**src/rtl/ilr_pkg.sv**
```systemverilog
package ilr_pkg;
  typedef enum logic [1:0] {
    TS_FREE   = 2'd0,
    TS_WRETRY = 2'd1,
    TS_WRSP   = 2'd2
  } thr_st_e;
endpackage

```
**src/rtl/ilr_retry_slot.sv**
```systemverilog
module ilr_retry_slot #(
  parameter int ADDR_W = 32,
  parameter int TID_W  = 2,
  parameter int ID_W   = 3
) (
  input  logic              clk,
  input  logic              rst_n,
  input  logic              save,
  input  logic [TID_W-1:0]  save_tid,
  input  logic [ADDR_W-1:0] save_addr,
  input  logic [ID_W-1:0]   save_id,
  input  logic              drop,
  output logic              occ,
  output logic [TID_W-1:0]  s_tid,
  output logic [ADDR_W-1:0] s_addr,
  output logic [ID_W-1:0]   s_id
);
  always_ff @(posedge clk or negedge rst_n) begin
    if (!rst_n) begin
      occ    <= 1'b0;
      s_tid  <= '0;
      s_addr <= '0;
      s_id   <= '0;
    end else if (save) begin
      occ    <= 1'b1;
      s_tid  <= save_tid;
      s_addr <= save_addr;
      s_id   <= save_id;
    end else if (drop) begin
      occ    <= 1'b0;
    end
  end
endmodule

```
**src/rtl/ilr_thread_ctx.sv**
```systemverilog
module ilr_thread_ctx
  import ilr_pkg::*;
#(
  parameter int ID_W = 3
) (
  input  logic            clk,
  input  logic            rst_n,
  input  logic            new_acc,
  input  logic            new_ref,
  input  logic            resend_acc,
  input  logic [ID_W-1:0] resend_id,
  input  logic            line_done,
  input  logic            kill,
  output thr_st_e         st,
  output logic [ID_W-1:0] next_id,
  output logic [ID_W-1:0] out_id
);
  always_ff @(posedge clk or negedge rst_n) begin
    if (!rst_n) begin
      st      <= TS_FREE;
      next_id <= '0;
      out_id  <= '0;
    end else begin
      if (new_acc || new_ref) next_id <= next_id + 1'b1;
      if (kill) begin
        st <= TS_FREE;
      end else if (new_acc) begin
        st     <= TS_WRSP;
        out_id <= next_id;
      end else if (new_ref) begin
        st <= TS_WRETRY;
      end else if (resend_acc) begin
        st     <= TS_WRSP;
        out_id <= resend_id;
      end else if (line_done) begin
        st <= TS_FREE;
      end
    end
  end
endmodule

```
**src/rtl/ilr_issue_ctl.sv**
```systemverilog
module ilr_issue_ctl #(
  parameter int NTHR       = 4,
  parameter int ADDR_W     = 32,
  parameter int LINE_BYTES = 64,
  parameter int ID_W       = 3,
  localparam int TID_W     = $clog2(NTHR),
  localparam int OFS_W     = $clog2(LINE_BYTES)
) (
  input  logic                 fetch_valid,
  input  logic [TID_W-1:0]     fetch_tid,
  input  logic [ADDR_W-1:0]    fetch_addr,
  input  logic                 fetch_phys,
  input  logic                 irq_pending,
  input  logic [NTHR-1:0]      thr_free,
  input  logic [NTHR*ID_W-1:0] next_ids,
  input  logic                 occ,
  input  logic [TID_W-1:0]     s_tid,
  input  logic [ADDR_W-1:0]    s_addr,
  input  logic [ID_W-1:0]      s_id,
  input  logic                 mem_retry,
  input  logic                 mreq_ready,
  input  logic                 squash_valid,
  input  logic [TID_W-1:0]     squash_tid,
  output logic                 fetch_ready,
  output logic                 mreq_valid,
  output logic [ADDR_W-1:0]    mreq_addr,
  output logic [TID_W-1:0]     mreq_tid,
  output logic [ID_W-1:0]      mreq_id,
  output logic                 new_acc,
  output logic                 new_ref,
  output logic                 resend_acc,
  output logic                 owner_kill
);
  logic irq_hold, take, resend;
  logic [ADDR_W-1:0] aligned;

  assign aligned    = {fetch_addr[ADDR_W-1:OFS_W], {OFS_W{1'b0}}};
  assign irq_hold   = irq_pending && !fetch_phys;
  assign owner_kill = squash_valid && occ && (squash_tid == s_tid);
  assign fetch_ready = !occ && !irq_hold && thr_free[fetch_tid] &&
                       !(squash_valid && squash_tid == fetch_tid);
  assign take   = fetch_valid && fetch_ready;
  assign resend = mem_retry && occ && !owner_kill;

  always_comb begin
    mreq_valid = take || resend;
    if (resend) begin
      mreq_addr = s_addr;
      mreq_tid  = s_tid;
      mreq_id   = s_id;
    end else begin
      mreq_addr = aligned;
      mreq_tid  = fetch_tid;
      mreq_id   = next_ids[fetch_tid*ID_W +: ID_W];
    end
  end

  assign new_acc    = take && mreq_ready;
  assign new_ref    = take && !mreq_ready;
  assign resend_acc = resend && mreq_ready;
endmodule

```
**src/rtl/ilr_unit.sv**
```systemverilog
module ilr_unit
  import ilr_pkg::*;
#(
  parameter int NTHR       = 4,
  parameter int ADDR_W     = 32,
  parameter int LINE_BYTES = 64,
  parameter int ID_W       = 3,
  localparam int TID_W     = $clog2(NTHR)
) (
  input  logic               clk,
  input  logic               rst_n,
  input  logic               fetch_valid,
  output logic               fetch_ready,
  input  logic [TID_W-1:0]   fetch_tid,
  input  logic [ADDR_W-1:0]  fetch_addr,
  input  logic               fetch_phys,
  input  logic               irq_pending,
  output logic               mreq_valid,
  input  logic               mreq_ready,
  output logic [ADDR_W-1:0]  mreq_addr,
  output logic [TID_W-1:0]   mreq_tid,
  output logic [ID_W-1:0]    mreq_id,
  input  logic               mem_retry,
  input  logic               squash_valid,
  input  logic [TID_W-1:0]   squash_tid,
  input  logic               rsp_valid,
  input  logic [TID_W-1:0]   rsp_tid,
  input  logic [ID_W-1:0]    rsp_id,
  output logic               rsp_hit,
  output logic               rsp_drop,
  output logic               blocked,
  output logic [2*NTHR-1:0]  thr_state
);
  logic              occ;
  logic [TID_W-1:0]  s_tid;
  logic [ADDR_W-1:0] s_addr;
  logic [ID_W-1:0]   s_id;
  logic new_acc, new_ref, resend_acc, owner_kill;
  logic [NTHR-1:0]      thr_free, hit_vec;
  logic [NTHR*ID_W-1:0] next_ids;

  ilr_issue_ctl #(.NTHR(NTHR), .ADDR_W(ADDR_W), .LINE_BYTES(LINE_BYTES), .ID_W(ID_W)) u_ctl (
    .fetch_valid(fetch_valid), .fetch_tid(fetch_tid), .fetch_addr(fetch_addr),
    .fetch_phys(fetch_phys), .irq_pending(irq_pending), .thr_free(thr_free),
    .next_ids(next_ids), .occ(occ), .s_tid(s_tid), .s_addr(s_addr), .s_id(s_id),
    .mem_retry(mem_retry), .mreq_ready(mreq_ready), .squash_valid(squash_valid),
    .squash_tid(squash_tid), .fetch_ready(fetch_ready), .mreq_valid(mreq_valid),
    .mreq_addr(mreq_addr), .mreq_tid(mreq_tid), .mreq_id(mreq_id),
    .new_acc(new_acc), .new_ref(new_ref), .resend_acc(resend_acc), .owner_kill(owner_kill)
  );

  ilr_retry_slot #(.ADDR_W(ADDR_W), .TID_W(TID_W), .ID_W(ID_W)) u_slot (
    .clk(clk), .rst_n(rst_n), .save(new_ref), .save_tid(mreq_tid),
    .save_addr(mreq_addr), .save_id(mreq_id), .drop(owner_kill || resend_acc),
    .occ(occ), .s_tid(s_tid), .s_addr(s_addr), .s_id(s_id)
  );

  for (genvar t = 0; t < NTHR; t++) begin : g_thr
    thr_st_e         st;
    logic [ID_W-1:0] oid;
    logic            sel_f, sel_s, kill;

    assign sel_f = (fetch_tid == TID_W'(t));
    assign sel_s = (s_tid == TID_W'(t));
    assign kill  = squash_valid && (squash_tid == TID_W'(t));
    assign hit_vec[t] = rsp_valid && (rsp_tid == TID_W'(t)) && (st == TS_WRSP) &&
                        (rsp_id == oid) && !kill;

    ilr_thread_ctx #(.ID_W(ID_W)) u_ctx (
      .clk(clk), .rst_n(rst_n),
      .new_acc(new_acc && sel_f), .new_ref(new_ref && sel_f),
      .resend_acc(resend_acc && sel_s), .resend_id(s_id),
      .line_done(hit_vec[t]), .kill(kill),
      .st(st), .next_id(next_ids[t*ID_W +: ID_W]), .out_id(oid)
    );

    assign thr_free[t]        = (st == TS_FREE);
    assign thr_state[2*t +: 2] = st;
  end

  assign rsp_hit  = |hit_vec;
  assign rsp_drop = rsp_valid && !rsp_hit;
  assign blocked  = occ;
endmodule

```
**config.mk**
```make
export PLATFORM = sky130hd
export DESIGN_NAME = ilr_unit
export DESIGN_NICKNAME = d
export VERILOG_FILES = /design/src/rtl/ilr_pkg.sv /design/src/rtl/ilr_retry_slot.sv /design/src/rtl/ilr_thread_ctx.sv /design/src/rtl/ilr_issue_ctl.sv /design/src/rtl/ilr_unit.sv
export SDC_FILE = /design/constraint.sdc
export NUM_CORES = 1
export LEC_CHECK = 0
export ABC_AREA = 1
export BUFFER_PORTS_ARGS = -buffer_cell sky130_fd_sc_hd__buf_2
export CAP_MARGIN = 5
export CORE_MARGIN = 5
export CORE_UTILIZATION = 45
export DETAILED_ROUTE_END_ITERATION = 10
export PLACE_DENSITY = 0.69
export SLEW_MARGIN = 20
export SYNTH_ARGS = -nofsm -noshare
export SYNTH_HDL_FRONTEND = slang
export SYNTH_SLANG_ARGS = --single-unit
export TNS_END_PERCENT = 50
```
**constraint.sdc**
```tcl
create_clock -name clk -period 2.2 [get_ports clk]
set_input_delay 0.33 -clock clk [delete_from_list [all_inputs] [get_ports clk]]
set_output_delay 0.33 -clock clk [all_outputs]
set_load 0.02 [all_outputs]
```
### Word level (Yosys, flattened, before mapping)

Cells that the tools add are included.

* flip-flop bits (word level): 70
* input bits: 50
* output and inout bits: 50
* word-level logic and storage cells: 177

* $add $sub $neg: 4
* multipliers: 1
* $lt $le $gt $ge: 1
* eq/ne operators: 26
* shift-type cells: 1
* mux-type cells: 39
* bitwise gates (word level): 4
* reduce and logical (&&, ||, !) cells: 85

Operators by type and width (count)
* 1-bit logical AND: 46
* 2-bit 2-to-1 mux: 21
* 3-bit 2-to-1 mux: 13
* 32-bit 2-to-1 mux: 1
* 2-bit equality test (second input constant): 12
* 5-bit nonzero test: 4
* 2-bit zero test: 8
* 3-bit by 1-bit adder with 3-bit output (second input constant): 4
* 3-bit equality test: 4
* 3-bit AND reduction: 4
* 12-bit by 5-bit variable part select with 3-bit output: 1
* 1-bit zero test: 11
* 2-bit nonzero test: 5
* 2-bit by 1-bit equality test with 1-bit output (second input constant): 4
* 2-bit by 1-bit != test with 1-bit output (second input constant): 4
* 1-bit logical OR: 6
* 2-bit equality test: 2
* 2-bit by 2-bit multiplier with 4-bit output (second input constant): 1
* 1-bit NOT: 4
* 4-bit OR reduction: 1
* 2-bit by 3-bit less-than comparator with 1-bit output (second input constant): 1
* 1-bit 2-to-1 mux: 3
* 1-bit binary-select mux with 2-bit select: 1

### Logic depth before layout (Yosys ltp)

* depth in word-level cells: 12
* gate-level depth with buffers: 13
* mapped depth without buffers: 12

### Hierarchy

From an unflattened synthesis, not the netlist that was laid out.

* cell total of the unflattened synthesis: 663
* area, all modules: 4480.5 um2

By module, submodules not included
* ilr_thread_ctx: times used 4, cells an instance 53, area an instance 404.1 um2, seq. area each 200.2 um2
* ilr_retry_slot: times used 1, cells an instance 161, area an instance 1473.9 um2, seq. area each 950.9 um2
* ilr_issue_ctl: times used 1, cells an instance 179, area an instance 902.1 um2, seq. area each 0.0 um2
* ilr_unit: times used 1, cells an instance 111, area an instance 488.0 um2, seq. area each 0.0 um2

### Least setup slack after synthesis

OpenSTA, ideal clock, no wires.

* path kind: reg-to-output
* start: reg u_slot.occ
* end: out mreq_addr[15]
* data arrival time: 1594 ps
* required time: 1870 ps
* slack: 276 ps
* stages on the path, launching flop included: 7
* buffers on the path: 1
* path through: dfrtp_1 -> nand2_1 -> inv_1 -> nand4_1 -> nand2_1 -> clkbuf_1 -> o21ai_0

* word-level cells in the longest chain between the ends: 5
* elaborated cells on any way between the ends: 6
* classes of those cells: 1 x mux; 5 x reduce/logical

RTL lines
* start, declared: RTL line ilr_retry_slot.sv:13 `output logic occ,`
* start signal, assigned: RTL line ilr_retry_slot.sv:20 `occ <= 1'b0;`
* start signal, assigned: RTL line ilr_retry_slot.sv:25 `occ <= 1'b1;`
* start signal, assigned: RTL line ilr_retry_slot.sv:30 `occ <= 1'b0;`
* 1-bit logical AND (2 in a row): RTL line ilr_issue_ctl.sv:39 `assign owner_kill = squash_valid && occ && (squash_tid == s_tid);`
* 1-bit zero test: RTL line ilr_issue_ctl.sv:43 `assign resend = mem_retry && occ && !owner_kill;`
* 1-bit logical AND *: RTL line ilr_issue_ctl.sv:43
* 32-bit 2-to-1 mux *: RTL line ilr_issue_ctl.sv:47 `if (resend) begin`
* end, declared: RTL line ilr_unit.sv:20 `output logic [ADDR_W-1:0] mreq_addr,`

Mark *: on every way between the ends. The rest lies on a longest branch, timed or not.

### Worst setup path in the final report

* start: reg u_slot.s_tid[1]
* end: out mreq_addr[24]

* word-level cells in the longest chain between the ends: 5

RTL lines
* start, declared: RTL line ilr_retry_slot.sv:14 `output logic [TID_W-1:0] s_tid,`
* start signal, assigned: RTL line ilr_retry_slot.sv:26 `s_tid <= save_tid;`
* 2-bit equality test: RTL line ilr_issue_ctl.sv:39
* 1-bit logical AND: RTL line ilr_issue_ctl.sv:39
* 1-bit zero test: RTL line ilr_issue_ctl.sv:43
* 1-bit logical AND: RTL line ilr_issue_ctl.sv:43
* 32-bit 2-to-1 mux: RTL line ilr_issue_ctl.sv:47

Every way passes these cells.

==> results.toml <==
[power]
total_power_uw = 5931
leakagePower_uw = 0.002659
intPower_uw = 3379
powerDensity_nw_per_um2 = 1172
ir_worst_vdd_mv = 0.5528
clkPwrFrac = 0.177
pwr-share-seq = 0.361
switching_power_uw = 2552
p_sw_frac = 0.4303
comb_power_share = 0.462

[logic_synthesis]
syn_area_per_cell_um2 = 7.401
ys_top_cells_by_area = "dfrtp_1 44%, nand2_1 14%, inv_1 8.8%, o21ai_0 8.5%, nand3_1 2.9%"
synthCells = 543
synthDistinctLibCells = 37
synth-edff-count = 0
ys_ff_latch = 70
netlist_area_um2 = 4019
synth_top_area_share = 0.4359
ys_seq_area_frac = 0.4359
synth_fp_nets = 597
synth_ff_type = "dfrtp_1"
ys_warn_count = 0
yosysTopAreaCell = "dfrtp_1"
synth-async-reset-ratio = 1.000

[placement]
place_area_um2 = 4617
place.gp.congestion = 0.8963
dp_hpwl_mm = 7.468
place.port_buffers = 93

[sta]
finalSetupViolCount = 0
fmax_mhz = 465.7
worst_pin_slew_ns = 0.4170
relSlewSlack = 0.7199
hold_viol = 0
rsz0062_at_grt = "true"
slew_viol_final = 0
skew_ns = 0.007588
finalCriticalPeriod_ns = 2.148
finalCritPeriodShare = 0.9762

[clock_tree]
cts_max_path_buffers = 2
clk_pin_slew_ns = 0.08
root_buffer = "clkbuf_8"
cts_max_level = 3
cts_tree = "yes"
cts_made_buffers = 9
numClockSinks = 70
clock_latency_ns = 0.35

[final_layout]
fin_area_um2 = 5060
layout-drive-gt1-share = 0.2681
n_antenna_cell = 0
regArea_um2 = 1753
multi_input_area_um2 = 1873
nets = 698
fillCellCount = 819
syn_to_final_growth_pct = 25.90

[global_route]
grt_pass1_vias = 3602
grt_first_pass_wirelength_mm = 16.70
antenna_found_initial = 0
grt_max_degree = 71
gr-usage-all-layers = 0.1862
grt_overflow = 0

[run]
maxCapViolCount = 0

[critical_path]
reg2reg_to = "g_thr[1].u_ctx.out_id[1]"
timing.rr.start = "g_thr[3].u_ctx.st[0]"
critical_path.endpoint = "mreq_addr[24]"
worstPathRequired_ns = 1.87
worstSetupStartpoint = "u_slot.s_tid[1]"
crit_fanout = 24
setup.worst_path.class = "reg2out"
critPathLaunchType = "register"
crit_arrival_ns = 1.82
end_kind = "output port"
rr_worst_depth = 13
rrSetupSlack_ns = 0.22

[floorplan]
ios = 100
num_rows = 34
initial_core_util = 0.4608
coreArea_um2 = 8721
die_h_um = 104.5
die_area_um2 = 10920
die_w_um = 104.5

[hold_path]
holdCritPathClass = "in2reg"

[route]
final_antenna_net_count = 0
vias = 3828
viasPerCell = 5.057
drt_iter0_markers = 210
route.final.wire_length_mm = 10.42
drt_pass1_iterations = 4
drc_errors = 0
detail_route.wl_per_cell_um = 13.76

[run_status]
status = "finished clean"
==> synth_stat cells (2+ instances only) <==
| cell | n |
|---|---|
| nand2_1 | 148 |
| inv_1 | 94 |
| dfrtp_1 | 70 |
| o21ai_0 | 68 |
| nor2_1 | 30 |
| nand3_1 | 23 |
| nand4_1 | 13 |
| clkbuf_1 | 10 |
| o22ai_1 | 10 |
| xor2_1 | 8 |
| a21oi_1 | 6 |
| nor2_2 | 5 |
| nor2_4 | 5 |
| nor3_1 | 5 |
| ha_1 | 4 |
| inv_2 | 4 |
| a211oi_1 | 3 |
| a21oi_2 | 3 |
| buf_2 | 3 |
| nand2_2 | 3 |
| nand2_4 | 3 |
| nand3_2 | 3 |
| o21ai_1 | 3 |
| or2_2 | 3 |
| buf_4 | 2 |
| nand3_4 | 2 |
| o21bai_1 | 2 |
==> placed cells by master, fill, tap and decap left out, types with 8 or more instances in the layout <==
cell type	synthesis	routed
nand2_1	148	147
inv_1	94	93
dfrtp_1	70	69
buf_2	3	59
buf_4	2	37
o21ai_0	68	35
nor2_1	30	29
nand3_1	23	23
o21ai_1	3	22
o21ai_2	0	14
nand4_1	13	13
o22ai_1	10	10
clkbuf_8	0	9
xor2_1	8	8
==> flip-flops by register name, indices dropped and copies added, names as in the netlist <==
signal / count
g_thr.u_ctx.next_id: 12
g_thr.u_ctx.out_id: 12
g_thr.u_ctx.st: 8
u_slot.occ: 1
u_slot.s_addr: 32
u_slot.s_id: 3
u_slot.s_tid: 2
==> timing repair <==
item                                    in CTS  in global routing
endpoints found under the setup margin      34                 39
buffers inserted                             4                  1
hold endpoints to repair                     4                  0
pin swaps                                    3                  2
hold buffers                                 1                  0
gates cloned                                 0                  1
gates resized for setup                      5                 88
==> logic make-up (layout without fill, tap and decap cells) <==
group	count (synthesis)	count (layout)	share of synthesized area
buffers and inverters	116	222	0.1158
xor gates and xnor gates	9	9	0.01962
and+or+nand+nor	247	247	0.2852
AOI/OAI and AO/OA	97	97	0.1311
adders and majority gates	4	4	0.01245
DFF	70	70	0.4359
==> final cells by class <==
type	instances	share of cell area
multi-input combinational	357	0.3702
sequential	70	0.3464
timing repair buffer	106	0.1432
clock buffer	9	0.02448
inverter	100	0.07468
clock inverter	7	0.01434
tap	108	0.02671
==> power by group through the flow <==
stage / sequential [uW] / combinational [uW] / clock, uW
5_1_grt: 2200 / 3060 / 1130
3_3_place_gp: 2130 / 2340 / 0
3_5_place_dp: 2160 / 2400 / 0
6_report: 2140 / 2740 / 1050
2_1_floorplan: 2150 / 1630 / 0
4_1_cts: 2140 / 2460 / 1080
==> layer usage <==
metal,vias up,wire (um),global-route usage
li1,1921,-,-
met2,147,4636,0.2738
met4,0,231,0.06846
met1,1740,4493,0.2513
met5,-,0,0
met3,20,1055,0.06828
==> worst min path at each step <==
stage                   start                   endpoint  slack (ns)  depth (start not counted)
3_5_place_dp            rst_n       g_thr[1].u_ctx.st[1]        0.38                          2
5_1_grt        fetch_addr[12]          u_slot.s_addr[12]        0.32                          5
6_report       fetch_addr[12]          u_slot.s_addr[12]        0.32                          5
2_1_floorplan           rst_n  g_thr[0].u_ctx.next_id[0]        0.03                          0
3_3_place_gp            rst_n       g_thr[1].u_ctx.st[1]        0.38                          2
4_1_cts        fetch_addr[10]          u_slot.s_addr[10]        0.30                          5
==> critical path, cell delays in order (launching register included) <==
cell and delay (ns):
dfrtp_1 0.43, xnor2_1 0.17, nand4_1 0.17, nand2_4 0.16, buf_12 0.17, nand2_1 0.08
o21ai_1 0.11, buf_4 0.17
==> through the flow <==
step / setup WS [ns] / cells / setup TNS, ns / hold WS [ns] / utilization
after floorplan: 0.2759 / 543 / 0 / 0.03441 / -
after global placement: 0.1061 / 734 / 0 / 0.3848 / 0.5294
after detailed placement: 0.09709 / 734 / 0 / 0.3823 / 0.5294
after CTS: -0.006197 / 755 / -0.01168 / 0.3021 / 0.5577
after global routing: -0.07128 / 757 / -0.9784 / 0.3171 / 0.5802
final: 0.05247 / 757 / 0 / 0.3159 / 0.5802
No activity file was read; power rests on OpenSTA's default activity.
